**config.mk**
```make
export PLATFORM = sky130hd
export DESIGN_NAME = uart_fifo_trig_ctrl
export DESIGN_NICKNAME = d
export VERILOG_FILES = /design/src/rtl/uft_pkg.sv /design/src/rtl/uft_ctl_reg.sv /design/src/rtl/uft_level_lut.sv /design/src/rtl/uft_irq_gen.sv /design/src/rtl/uart_fifo_trig_ctrl.sv
export SDC_FILE = /design/constraint.sdc
export NUM_CORES = 1
export LEC_CHECK = 0
export BUFFER_PORTS_ARGS = -buffer_cell sky130_fd_sc_hd__buf_2
export CORE_MARGIN = 3
export CORE_UTILIZATION = 48
export DETAILED_ROUTE_END_ITERATION = 6
export PLACE_DENSITY = 0.79
export SETUP_SLACK_MARGIN = 0.3
export SYNTH_ARGS = -nofsm -noshare
export SYNTH_HDL_FRONTEND = slang
export SYNTH_SLANG_ARGS = --single-unit
```
**constraint.sdc**
```tcl
create_clock -name clk -period 3.1 [get_ports clk]
set_input_delay 0.62 -clock clk [delete_from_list [all_inputs] [get_ports clk]]
set_output_delay 0.62 -clock clk [all_outputs]
set_load 0.01 [all_outputs]
```
**src/rtl/uft_pkg.sv**
```systemverilog
package uft_pkg;

   localparam int unsigned NUM_TABLES = 4;
   localparam int unsigned MAX_LEVEL  = 56;

   // Trigger level for a table index and a per-direction select
   function automatic int unsigned trig_level(input logic [1:0] tbl, input logic [1:0] sel);
      int unsigned lvl;
      unique case (tbl)
         2'd0: lvl = (sel == 2'd0) ? 1 : (sel == 2'd1) ? 4  : (sel == 2'd2) ? 8  : 14;
         2'd1: lvl = (sel == 2'd0) ? 8 : (sel == 2'd1) ? 16 : (sel == 2'd2) ? 24 : 28;
         2'd2: lvl = (sel == 2'd0) ? 8 : (sel == 2'd1) ? 16 : (sel == 2'd2) ? 32 : 56;
         default: lvl = (sel == 2'd0) ? 1 : (sel == 2'd1) ? 16 : (sel == 2'd2) ? 32 : 56;
      endcase
      return lvl;
   endfunction

endpackage

```
**src/rtl/uft_ctl_reg.sv**
```systemverilog
module uft_ctl_reg (
   input  logic       clk,
   input  logic       rst_n,
   input  logic       ctl_wr,
   input  logic [7:0] ctl_wdata,
   input  logic       tbl_wr,
   input  logic [1:0] tbl_wdata,
   output logic       en,
   output logic [1:0] tx_sel,
   output logic [1:0] rx_sel,
   output logic [1:0] tbl,
   output logic       tx_rst,
   output logic       rx_rst,
   output logic [7:0] rdata
);
   logic dma_q;

   always_ff @(posedge clk) begin
      if (!rst_n) begin
         en     <= 1'b0;
         tx_sel <= 2'd0;
         rx_sel <= 2'd0;
         tbl    <= 2'd0;
         dma_q  <= 1'b0;
         tx_rst <= 1'b0;
         rx_rst <= 1'b0;
      end else begin
         tx_rst <= ctl_wr & ctl_wdata[0] & ctl_wdata[2];
         rx_rst <= ctl_wr & ctl_wdata[0] & ctl_wdata[1];
         if (ctl_wr) begin
            en     <= ctl_wdata[0];
            tx_sel <= ctl_wdata[5:4];
            rx_sel <= ctl_wdata[7:6];
            if (ctl_wdata[0]) dma_q <= ctl_wdata[3];
         end
         if (tbl_wr) tbl <= tbl_wdata;
      end
   end

   assign rdata = {rx_sel, tx_sel, dma_q, tx_rst, rx_rst, en};

   AST_TX_STROBE_CAUSE: assert property (@(posedge clk) disable iff (!rst_n)
      tx_rst |-> $past(ctl_wr && ctl_wdata[0] && ctl_wdata[2]));
   AST_RX_STROBE_CAUSE: assert property (@(posedge clk) disable iff (!rst_n)
      rx_rst |-> $past(ctl_wr && ctl_wdata[0] && ctl_wdata[1]));
   AST_DMA_HOLD: assert property (@(posedge clk) disable iff (!rst_n)
      (ctl_wr && !ctl_wdata[0]) |=> $stable(dma_q));
endmodule

```
**src/rtl/uft_level_lut.sv**
```systemverilog
module uft_level_lut #(
   parameter int unsigned CNT_W = 7
) (
   input  logic             en,
   input  logic [1:0]       tbl,
   input  logic [1:0]       sel,
   output logic [CNT_W-1:0] level
);
   always_comb begin
      if (en) level = CNT_W'(uft_pkg::trig_level(tbl, sel));
      else    level = CNT_W'(1);
   end

   always_comb begin
      AST_LEVEL_ONE_WHEN_OFF: assert (en || level == CNT_W'(1));
   end
endmodule

```
**src/rtl/uft_irq_gen.sv**
```systemverilog
module uft_irq_gen #(
   parameter int unsigned CNT_W   = 7,
   parameter bit          REG_OUT = 1'b0
) (
   input  logic             clk,
   input  logic             rst_n,
   input  logic [CNT_W-1:0] tx_count,
   input  logic [CNT_W-1:0] rx_count,
   input  logic [CNT_W-1:0] tx_level,
   input  logic [CNT_W-1:0] rx_level,
   input  logic             tx_rst,
   output logic             tx_irq,
   output logic             rx_irq
);
   logic above_q;
   logic tx_raw, rx_raw;

   // Record of the transmit count having exceeded its level since last empty
   always_ff @(posedge clk) begin
      if (!rst_n)                          above_q <= 1'b0;
      else if (tx_rst || tx_count == '0)   above_q <= 1'b0;
      else if (tx_count > tx_level)        above_q <= 1'b1;
   end

   assign tx_raw = above_q ? (tx_count < tx_level) : (tx_count == '0);
   assign rx_raw = (rx_count >= rx_level);

   generate
      if (REG_OUT) begin : g_reg
         always_ff @(posedge clk) begin
            if (!rst_n) begin
               tx_irq <= 1'b0;
               rx_irq <= 1'b0;
            end else begin
               tx_irq <= tx_raw;
               rx_irq <= rx_raw;
            end
         end
      end else begin : g_comb
         assign tx_irq = tx_raw;
         assign rx_irq = rx_raw;

         AST_TX_EMPTY_IRQ: assert property (@(posedge clk) disable iff (!rst_n)
            (tx_count == '0) |-> tx_irq);
         AST_TX_HOLD_AFTER_RESET: assert property (@(posedge clk) disable iff (!rst_n)
            (tx_rst && tx_count != '0 && tx_count <= tx_level) |=>
            (tx_count == '0 || tx_count > $past(tx_count) || $past(tx_level) != tx_level || !tx_irq));
      end
   endgenerate
endmodule

```
**src/rtl/uart_fifo_trig_ctrl.sv**
```systemverilog
module uart_fifo_trig_ctrl #(
   parameter int unsigned FIFO_DEPTH = 64,
   parameter bit          REG_OUT    = 1'b0,
   localparam int unsigned CNT_W     = $clog2(FIFO_DEPTH + 1)
) (
   input  logic             clk,
   input  logic             rst_n,
   input  logic             ctl_wr,
   input  logic [7:0]       ctl_wdata,
   output logic [7:0]       ctl_rdata,
   input  logic             tbl_wr,
   input  logic [1:0]       tbl_wdata,
   input  logic [CNT_W-1:0] tx_count,
   input  logic [CNT_W-1:0] rx_count,
   output logic             tx_ptr_rst,
   output logic             rx_ptr_rst,
   output logic             tx_irq,
   output logic             rx_irq
);
   initial begin
      AST_DEPTH_FITS_TABLE: assert (FIFO_DEPTH >= uft_pkg::MAX_LEVEL);
   end

   logic             en;
   logic [1:0]       tbl;
   logic [1:0]       sel   [2];
   logic [CNT_W-1:0] level [2];

   uft_ctl_reg u_ctl (
      .clk(clk), .rst_n(rst_n),
      .ctl_wr(ctl_wr), .ctl_wdata(ctl_wdata),
      .tbl_wr(tbl_wr), .tbl_wdata(tbl_wdata),
      .en(en), .tx_sel(sel[0]), .rx_sel(sel[1]), .tbl(tbl),
      .tx_rst(tx_ptr_rst), .rx_rst(rx_ptr_rst), .rdata(ctl_rdata)
   );

   // Index 0 = transmit, 1 = receive; one shared table index
   generate
      for (genvar d = 0; d < 2; d++) begin : g_dir
         uft_level_lut #(.CNT_W(CNT_W)) u_lut (
            .en(en), .tbl(tbl), .sel(sel[d]), .level(level[d])
         );
      end
   endgenerate

   uft_irq_gen #(.CNT_W(CNT_W), .REG_OUT(REG_OUT)) u_irq (
      .clk(clk), .rst_n(rst_n),
      .tx_count(tx_count), .rx_count(rx_count),
      .tx_level(level[0]), .rx_level(level[1]),
      .tx_rst(tx_ptr_rst),
      .tx_irq(tx_irq), .rx_irq(rx_irq)
   );

   AST_TX_COUNT_RANGE: assert property (@(posedge clk) disable iff (!rst_n)
      tx_count <= CNT_W'(FIFO_DEPTH));
   AST_STROBES_EXCLUSIVE_CAUSE: assert property (@(posedge clk) disable iff (!rst_n)
      (tx_ptr_rst || rx_ptr_rst) |-> ctl_rdata[0]);
endmodule

```
---- Word-level counts from Yosys, hierarchy flattened ----
Index checks and enable logic that the tools add are counted.
word-level totals
  bits in registers ....................... 11
  bits of input ports ..................... 28
  output and inout port bits .............. 12
  logic and storage cells ................. 53
cells by class
  order comparisons ....................... 3
  equality and inequality tests ........... 6
  mux-type cells .......................... 25
  bitwise logic cells ..................... 4
  reduce and logical (&&, ||, !) cells .... 7
operators by type and width
  cell                                                             number
  7-bit 2-to-1 mux                                                 15
  7-bit case mux with 3 select lines                               2
  3-bit 2-to-1 mux                                                 4
  5-bit 2-to-1 mux                                                 2
  7-bit greater-or-equal comparator                                1
  7-bit greater-than comparator                                    1
  7-bit logical NOT                                                1
  7-bit < comparator                                               1
  2-bit by 1-bit == test with 1-bit output, second input constant  3
  2-bit == test, second input constant                             3
  2-bit logical NOT                                                3
  6-bit 2-to-1 mux                                                 1
  1-bit bitwise AND                                                3
  2-bit AND reduction                                              1
  2-bit OR reduction                                               1
  1-bit logical OR                                                 1
  1-bit 2-to-1 mux                                                 1
  1-bit NOT                                                        1

---- Longest topological paths before layout ----
Gate-level depths: netlist (run 1).
  depth after elaboration ................. 8
  depth in mapped cells ................... 10
  gate-level depth less buffers ........... 10

---- Hierarchy ----
A second synthesis (run 1) with hierarchy kept.
second synthesis, totals
  cells, all modules ...................... 144
  area, all modules ....................... 1181.1 um2
modules (own cells, without submodules)
  module         times used  cells each  area each (um2)  seq. area each (um2)
  uft_ctl_reg    1           40          422.9            200.2
  uft_irq_gen    1           54          412.9            20.0
  uft_level_lut  2           25          172.7            0.0

---- Worst setup path before layout (run 1) ----
Ideal clock, no wire load.
  kind .................................... register to output
  from .................................... register u_ctl.tx_sel[0]
  to ...................................... output port tx_irq
  arrival time ............................ 2248 ps
  data required time ...................... 2480 ps
  slack ................................... 232 ps
  stages on the path, launching flop included .. 11
  path buffers ............................ 0
  cells stage by stage .................... dfxtp_1 -> inv_1 -> ha_1 -> a211oi_1 -> a21o_1 -> nand2_1 -> ha_1 -> nand4b_1 -> a21oi_1 -> or4_1 -> mux2i_1
on the way
  longest elaborated chain between the ends .. 8
  elaborated cells on any way between the ends .. 17
  classes of those cells .................. order compare: 1; eq/ne: 2; mux: 13; reduce/logical: 1
RTL lines
  element                                           line                       text
  start: declaration                                uft_ctl_reg.sv:9           output logic [1:0] tx_sel,
  start signal: assignment                          uft_ctl_reg.sv:32          tx_sel <= ctl_wdata[5:4];
  2-bit == test                                     n/a
  3-bit 2-to-1 mux (tied with other cells)          uft_pkg.sv:10              2'd0: lvl = (sel == 2'd0) ? 1 : (sel == 2'd1) ? 4 : (sel == 2'd2) ? 8 : 14;
  7-bit 2-to-1 mux (on tied branches) (2 in a row)  n/a
  7-bit case mux with 3 select lines *              uft_pkg.sv:9               unique case (tbl)
  7-bit 2-to-1 mux *                                uft_level_lut.sv:10        if (en) level = CNT_W'(uft_pkg::trig_level(tbl, sel));
  7-bit < comparator *                              uft_irq_gen.sv:25          assign tx_raw = above_q ? (tx_count < tx_level) : (tx_count == '0);
  1-bit 2-to-1 mux *                                uft_irq_gen.sv:25
  end: declaration                                  uart_fifo_trig_ctrl.sv:17  output logic tx_irq,
Every way passes the cells marked *; elsewhere a longest branch is shown, timed or not.

---- Worst setup path after layout (run 1) ----
Same ends and word-level chain as after synthesis.

==> reports/results.ini, run 1 <==
[yosys]
synth-edff-count=0
muxShareOfSynthArea_pct=7.02
ys_top_cells_by_count=ha_1 (20), nand2_1 (13), dfxtp_1 (11), nor2b_1 (8)
ys_seq_area_share_pct=22.1
ys.flop_type=dfxtp_1
synth_area_sq_um=998
synth_top_family_by_area=adder cells
ys_seq_elements=11
synth.distinct_cells=31
synth.area.top_cells=ha_1 (25%), dfxtp_1 (22%), mux2i_1 (7.0%), nor2b_1 (5.0%), nand2_1 (4.9%)
ys_warn_count=0
syn_nets=165
synth_top_area_share_pct=25.1
synth_xor_area_share_pct=0.877
synthSimpleGateAreaFrac_pct=22.3
synth_compound_area_share_pct=15.2
syn_area_per_cell_sq_um=8.53
syn_inst=117
yosysMostFrequentCell=ha_1
async_flop_share_pct=0
yosys.area.top_type=ha_1
synthAdderAreaFrac_pct=25.1

[placement]
dp.final_hpwl_microns=1800
port-buffer-count=39
post_dp_cell_area_sq_mm=0.00120
gp_congestion=0.814
dp.cells=174

[sta]
finalMaxSlewViolations=0
layout_min_cycle_time_ps=3140
slew_headroom_pct=76.1
fin_ws_ps=-37.8
hold_viol_final=0
setup_violations=1
fmax_mhz=319
fin_skew_ps=3.10
period_share_pct=101
rsz0062_at_grt=yes
worstMarginPinSlew_ps=355

[finish]
layout-area-overhead-vs-synth_pct=50.3
drive_above_1_share_pct=50.6
final_core_util_pct=81.6
final_nets=215
nFillCells=123
finalNonFillerCells=191
insertedDiodeCount=0
design_area_sq_mm=0.00150

[route]
drtIter0Drc=19
drtPass1Iterations=4
viasPerCell=5.81
via_count=1109
final_antenna_net_count=0
wire_per_inst_microns=18.2
drt_wl_total_microns=3480
drc=0

[clock_tree]
root_buffer=clkbuf_4
cts_buffer_depth=2
cts_hold_buf=0
cts_buffers=3
tritoncts=yes
clk_latency_ps=260
htree_levels=1
clk_pin_slew_worst_paths_ps=70
cts_num_sinks=11

[worst_setup_path]
required_ps=2480
crit_slowest_cell=or4_4
slowest_delay_ps=490
cp-start-kind=flop
crit_chain=inv_4, ha_4, o21ai_2, a21o_1, nand2_2, ha_4, nand4b_1, a21oi_2, or4_4, mux2i_2, buf_2
reg2reg_to=u_irq.above_q
cp_top_family=simple AND/OR/NAND/NOR gates
path_common_cell=ha_4
worstPathMaxFanout=4
worst_r2r_path_depth=19
reg2reg_setup_slack_ps=100
path_buf_inv=2
cp-end-kind=primary output
cp.arrival_ps=2520
regToRegStartpoint=u_ctl.tx_sel[0]
worstSetupPathType=reg2out

[floorplanning]
die-area_sq_mm=0.00266
fp.dieH_microns=51.6
ioPinCount=40
std_cell_rows=15
die_x_microns=51.6
core_area_sq_mm=0.00184
start_util_pct=54.3

[grt]
antenna_found_initial=0
grt_pass1_wl_microns=4520
grt_use_total_pct=22.4
grt_pass1_vias=1082
overflow=0
grt_max_degree=12

[min_path]
min_from=u_ctl.dma_q
hold_end=u_ctl.dma_q
hold_path_depth=2
hp-class=reg2reg

[job]
drv_cap=0

[power_and_ir_drop]
p_leak_nw=0.684
power_density_mw_per_mm2=269
vdd_drop_max_v=0.000252

[outcome]
status=finished with violations
violations=negative setup slack

-- tightest hold or removal path, cell delays in order, from the launching register on --
cell and delay [ps]:
dfxtp_1 310, nand2_1 50, a21boi_0 70
-- state kept, by name, summed over array words and instances, names as in the netlist --
name	flops
u_irq.above_q	1
u_ctl.dma_q	1
u_ctl.tbl	2
u_ctl.tx_rst	1
u_ctl.rx_sel	2
u_ctl.tx_sel	2
u_ctl.en	1
u_ctl.rx_rst	1
-- cells in the final DEF, fill, tap and decap left out, types with 2 or more instances in the layout --
cell / synthesis / final
nand3_1: 4 / 4
a21o_1: 3 / 3
a21boi_0: 2 / 2
nor2b_1: 8 / 8
buf_6: 0 / 10
dfxtp_2: 0 / 4
o21ai_1: 1 / 2
nand4b_1: 2 / 2
nand2_1: 13 / 11
nand2b_1: 2 / 2
a21oi_1: 4 / 3
a211o_1: 2 / 2
ha_1: 20 / 13
nand2_2: 0 / 2
dfxtp_1: 11 / 5
mux2i_1: 7 / 6
clkbuf_4: 0 / 3
o211ai_1: 2 / 2
a211oi_2: 0 / 2
ha_4: 0 / 6
buf_4: 4 / 5
dfxtp_4: 0 / 2
and4_1: 2 / 2
inv_1: 7 / 5
buf_2: 0 / 39
-- per-stage QoR --
stage | TNS, ps | setup slack (ps) | hold slack, ps | total power, W
floorplan | 0 | 318 | 444 | 0.000227
global placement | 0 | 216 | 451 | 0.000260
detailed placement | 0 | 135 | 464 | 0.000265
CTS | 0 | 7.67 | 475 | 0.000375
global route | -166 | -166 | 526 | 0.000432
finish | -37.8 | -37.8 | 472 | 0.000403
-- per-layer routing --
metal | track usage, % | vias up | routed length, microns
met1 | 25.1 | 520 | 1330
met5 | 0 | - | 0
met4 | 9.17 | 0 | 197
met3 | 5.16 | 20 | 199
li1 | - | 516 | -
met2 | 40.5 | 53 | 1760
-- final cells by class --
class                   instances  area, sq um  share of cell area, %
clock buffers                   4         26.3                   1.75
inverters                       7         28.8                   1.92
multi-input cells              90          836                   55.7
flip-flops and latches         11          233                   15.5
well taps                      25         31.3                   2.09
repair buffers                 54          345                   23.0
-- worst max path at each step --
stage,start,to,cells after the start
floorplan,u_ctl.tx_sel[0],tx_irq,10
global placement,u_ctl.tx_sel[0],tx_irq,11
detailed placement,u_ctl.tx_sel[0],tx_irq,11
CTS,u_ctl.tx_sel[1],tx_irq,10
global route,u_ctl.tx_sel[0],tx_irq,10
finish,u_ctl.tx_sel[0],tx_irq,11
-- what timing repair did --
item / CTS / global route
pin swaps: 6 / 12
cloned: 0 / 0
resized for setup: 12 / 30
endpoints found under the setup margin: 2 / 3
setup buffers: 13 / 0
-- power by group --
part           switching [W]  internal [W]   total, W
clock network      0.0000435     0.0000496  0.0000931
registers          0.0000117      0.000149   0.000161
logic              0.0000721     0.0000768   0.000149
total               0.000127      0.000276   0.000403
-- cell families (layout without fill, tap and decap cells) --
group | count (synthesis) | after routing
buffers and inverters | 16 | 65
XOR/XNOR | 1 | 1
AND/OR/NAND/NOR | 40 | 40
adder cells (fa/ha/maj) | 20 | 20
multiplexers | 7 | 7
AO/OA/AOI/OAI | 22 | 22
flip-flops | 11 | 11
(Power assumes the default switching activity.)
==> run 2: changes to the inputs <==
--- a/config.mk
+++ b/config.mk
@@ -6,6 +6,7 @@
 export NUM_CORES = 1
 export LEC_CHECK = 0
 export BUFFER_PORTS_ARGS = -buffer_cell sky130_fd_sc_hd__buf_2
+export CORE_ASPECT_RATIO = 1.4
 export CORE_MARGIN = 3
 export CORE_UTILIZATION = 48
 export DETAILED_ROUTE_END_ITERATION = 6
==> run 2 against run 1 <==
Against the previous run:
- the run still ends with negative setup slack left
- setup slack gained 7.7 ps
- routed wire length down 37%
- critical path depth down 2
- non-clock buffer count fell by 10
==> reports/results.ini, run 2 (same netlist as run 1, synthesis figures left out) <==
[grt]
grt_pass1_vias=924
grt_use_total_pct=17.9
grt_max_degree=12
overflow=0
antenna_found_initial=0
grt_pass1_wl_microns=3640

[route]
via_count=954
wl_met2_microns=1200
wire_per_inst_microns=12.5
final_antenna_net_count=0
drt_wl_total_microns=2200
drtIter0Drc=20
drtPass1Iterations=4
highest_layer=met4
wl_met3_microns=114
viasPerCell=5.42
drc=0
met1Wirelength_microns=838

[finish]
layout_commonest_cell=buf_2
top_regs=u_ctl.rx_sel: 2 flops, u_ctl.tbl: 2 flops, u_ctl.tx_sel: 2 flops
insertedDiodeCount=0
layout-area-overhead-vs-synth_pct=30.3
nFillCells=159
final_core_util_pct=69.6
final_nets=205
design_area_sq_mm=0.00130
final_cell_mix=buf_2 (39), ha_1 (16), nand2_1 (13)
drive_above_1_share_pct=42.3

[sta]
hold_viol_final=0
hold_ws_ps=471
fin_ws_ps=-30.2
finalMaxSlewViolations=0
setup_violations=1
rsz0062_at_grt=yes
fmax_mhz=319
layout_min_cycle_time_ps=3130
fin_skew_ps=5.08
worstMarginPinSlew_ps=260
period_share_pct=101
slew_headroom_pct=82.4

[min_path]
hp-class=reg2reg
hold_end=u_ctl.dma_q
min_from=u_ctl.dma_q
hold_path_depth=2

[floorplanning]
std_cell_rows=18
fp.dieH_microns=60.0
die_x_microns=44.5
ioPinCount=40
core_area_sq_mm=0.00187
start_util_pct=53.4
die-area_sq_mm=0.00267

[worst_setup_path]
crit_chain=inv_2, ha_2, or3_1, ha_1, nand4b_1, a21oi_2, or4_4, mux2i_2, buf_2
reg2reg_setup_slack_ps=870
slowest_delay_ps=490
crit_slowest_cell=or4_4
required_ps=2480
worstSetupPathType=reg2out
path_buf_inv=2
worst_r2r_path_depth=8
worstPathMaxFanout=4
cp_top_family=simple AND/OR/NAND/NOR gates
regToRegStartpoint=u_ctl.tx_sel[1]
cp.arrival_ps=2510
cp-end-kind=primary output
reg2reg_to=u_irq.above_q
cp-start-kind=flop

[clock_tree]
cts_num_sinks=11
tritoncts=yes
clk_pin_slew_worst_paths_ps=70
clk_latency_ps=260
cts_buffers=3
cts_hold_buf=0
htree_levels=1
cts_buffer_depth=2
root_buffer=clkbuf_4

[power_and_ir_drop]
p_leak_nw=0.612
power_density_mw_per_mm2=282
vdd_drop_max_v=0.000245

[job]
drv_cap=0

[placement]
post_dp_cell_area_sq_mm=0.00119
gp_congestion=0.778
dp.final_hpwl_microns=1810
port-buffer-count=39

[outcome]
violations=negative setup slack
status=finished with violations

run 2: cell count changes in the layout (fill, tap and decap cells not counted), moves of 2 or more:
| cell | change |
|---|---|
| nand2_2 | -2 |
| ha_4 | -4 |
| buf_6 | -10 |
| nand2_1 | +2 |
| ha_1 | +3 |
run 2: final cells by class:
cell class / count / area, sq um / share of cell area (%)
Multi-Input combinational cell: 90 / 758 / 58.3
Sequential cell: 11 / 233 / 17.9
Timing Repair Buffer: 44 / 233 / 17.9
Clock buffer: 4 / 26.3 / 2.02
Inverter: 7 / 26.3 / 2.02
Tap cell: 20 / 25.0 / 1.92
run 2: what timing repair did:
action                     in CTS  in global routing
resized for setup              14                  6
buffers inserted                3                  0
pin swaps                       5                  4
setup endpoints to repair       2                  2
run 2: worst reg2reg max path, stage by stage, from the launching register on:
cell and delay (ps):
dfxtp_4 370, inv_2 60, ha_2 180, or3_1 350, ha_1 300, nand4b_1 150, a21oi_2 50, or4_4 490
o21a_1 180
run 2: power breakdown:
part           switching [W]  internal [W]
logic              0.0000542     0.0000615
registers          0.0000102      0.000149
clock network      0.0000422     0.0000496
total               0.000107      0.000260
run 2: worst max path at each step:
stage | start | end | slack [ps] | depth (start not counted)
6_report | u_ctl.tx_sel[1] | tx_irq | -30 | 9
5_1_grt | u_ctl.tx_sel[0] | tx_irq | -140 | 11
4_1_cts | u_ctl.tx_sel[1] | tx_irq | -30 | 9
3_5_place_dp | u_ctl.tx_sel[0] | tx_irq | 120 | 11
3_3_place_gp | u_ctl.tx_sel[0] | tx_irq | 210 | 11
2_1_floorplan | u_ctl.tx_sel[0] | tx_irq | 320 | 10
run 2: metal layers:
metal	vias to the layer above	track usage, %
li1	495	-
met1	428	19.3
met2	27	34.1
met3	4	1.20
met4	0	8.19
met5	-	0
run 2: metrics by stage:
stage / setup slack [ps] / TNS (ps) / std cells / power [W]
6_report: -30.2 / -30.2 / 176 / 0.000367
5_1_grt: -141 / -141 / 176 / 0.000394
4_1_cts: -28.6 / -28.6 / 176 / 0.000370
3_5_place_dp: 124 / 0 / 169 / 0.000266
3_3_place_gp: 207 / 0 / 169 / 0.000260
2_1_floorplan: 318 / 0 / 117 / 0.000227
==> run 3: changes to the inputs <==
--- a/config.mk
+++ b/config.mk
@@ -10,7 +10,7 @@
 export CORE_MARGIN = 3
 export CORE_UTILIZATION = 48
 export DETAILED_ROUTE_END_ITERATION = 6
-export PLACE_DENSITY = 0.79
+export PLACE_DENSITY = 0.83
 export SETUP_SLACK_MARGIN = 0.3
 export SYNTH_ARGS = -nofsm -noshare
 export SYNTH_HDL_FRONTEND = slang
==> run 3 against run 2 <==
Against the previous run:
- the run now ends clean
- sequential cell count is the same
- non-clock buffer count down 2
- routed wire length is 1.4% lower
- cell area increased by 1.3%
- critical path type unchanged
- largest cell class unchanged
==> reports/results.ini, run 3 (same netlist as run 1, synthesis figures left out) <==
[clock_tree]
cts_num_sinks=11
cts_buffers=3
htree_levels=1
clk_pin_slew_worst_paths_ps=60
cts_buffer_depth=2
clk_latency_ps=260
tritoncts=yes
root_buffer=clkbuf_4

[power_and_ir_drop]
power_density_mw_per_mm2=278
p_leak_nw=0.610
vdd_drop_max_v=0.000269

[floorplanning]
die-area_sq_mm=0.00267
std_cell_rows=18
start_util_pct=53.4
core_area_sq_mm=0.00187
die_x_microns=44.5
fp.dieH_microns=60.0
ioPinCount=40

[worst_setup_path]
crit_slowest_cell=or4_4
cp-end-kind=primary output
cp.arrival_ps=2460
worstPathMaxFanout=5
cp-start-kind=flop
worstSetupPathType=reg2out
path_depth=9
worst_r2r_path_depth=8
path_buf_inv=2
required_ps=2480
cp_top_family=simple AND/OR/NAND/NOR gates
path_common_cell=ha_1
crit_chain=inv_4, ha_1, a211o_1, ha_1, nand4b_1, a21oi_1, or4_4, mux2i_2, buf_2
slowest_delay_ps=490

[grt]
grt_max_degree=12
grt_use_total_pct=17.8
grt_pass1_vias=922
antenna_found_initial=0
grt_pass1_wl_microns=3650
overflow=0

[min_path]
hold_path_depth=2
hp-class=reg2reg

[route]
final_antenna_net_count=0
drt_wl_total_microns=2170
drtPass1Iterations=4
drc=0
via_count=945
drtIter0Drc=11
wire_per_inst_microns=12.4
viasPerCell=5.43

[sta]
rsz0062_at_grt=yes
period_share_pct=99.2
finalMaxSlewViolations=0
slew_headroom_pct=83.2
hold_viol_final=0
fin_ws_ps=24.7
hold_ws_ps=494
worstMarginPinSlew_ps=249
fmax_mhz=325
setup_violations=0
layout_min_cycle_time_ps=3080
fin_skew_ps=3.09

[finish]
final_cell_mix=buf_2 (39), ha_1 (16), nand2_1 (13)
nFillCells=158
layout-area-overhead-vs-synth_pct=32.1
finalNonFillerCells=174
final_nets=203
top_regs=u_ctl.rx_sel: 2 flops, u_ctl.tbl: 2 flops, u_ctl.tx_sel: 2 flops
layout_commonest_cell=buf_2
drive_above_1_share_pct=42.2
design_area_sq_mm=0.00132
insertedDiodeCount=0

[placement]
port-buffer-count=39
dp.final_hpwl_microns=1780
preCtsSetupSlack_ps=146
dp.cells=168
gp_congestion=0.770
post_dp_cell_area_sq_mm=0.00118

[job]
drv_cap=0

[outcome]
status=finished, final reports clean

run 3: cell types whose count changed in the layout (fill, tap and decap cells not counted), moves of 2 or more:
cell / delta
dfxtp_4: +3
ha_4: +2
ha_2: -2
dfxtp_2: -2
buf_4: -2
run 3: worst paths after layout:
check / slack (ps) / to / startpoint
max reg2reg: 930 / u_irq.above_q / u_ctl.tx_sel[0]
max: 20 / tx_irq / u_ctl.tx_sel[0]
min reg2reg: 490 / u_ctl.dma_q / u_ctl.dma_q
min: 490 / u_ctl.dma_q / u_ctl.dma_q
run 3: report_power, final:
group	total (W)	internal, W	switching (W)
Sequential	0.000160	0.000148	0.0000115
Combinational	0.000114	0.0000609	0.0000531
Clock	0.0000933	0.0000498	0.0000436
Total	0.000367	0.000259	0.000108
run 3: layout make-up:
cell class | instances | area [sq um] | share of cell area [%]
clock buffers | 4 | 26.3 | 1.99
inverters | 7 | 28.8 | 2.18
multi-input cells | 90 | 779 | 59.1
flip-flops and latches | 11 | 241 | 18.3
well taps | 20 | 25.0 | 1.90
repair buffers | 42 | 218 | 16.5
run 3: routing by layer:
layer	global-route usage, %	routed length, microns	up-vias	share of wire, %
li1	-	-	483	-
met1	19.2	849	431	39
met2	34.1	1170	28	54
met3	0.904	115	3	5.3
met4	7.76	33	0	1.5
met5	0	0	-	0
run 3: worst register-to-register path, cell delays in order (launching register included):
cell	delay, ps
dfxtp_4	390
inv_4	50
ha_1	200
a211o_1	280
ha_1	300
nand4b_1	130
a21oi_1	60
or4_4	490
o21a_1	180
run 3: repair_timing:
| item | CTS | global route |
|---|---|---|
| endpoints found under the setup margin | 2 | 2 |
| pin swaps | 2 | 7 |
| gates resized for setup | 13 | 13 |
| hold buffers | 0 | 0 |
| buffers inserted | 1 | 1 |
run 3: stage by stage:
stage                     setup TNS [ps]  utilization (%)  total power (W)
after floorplan                        0                -         0.000227
after global placement                 0             63.3         0.000258
after detailed placement               0             63.3         0.000264
after CTS                          -16.5             66.9         0.000365
after global routing               -92.7             70.5         0.000393
final                                  0             70.5         0.000367
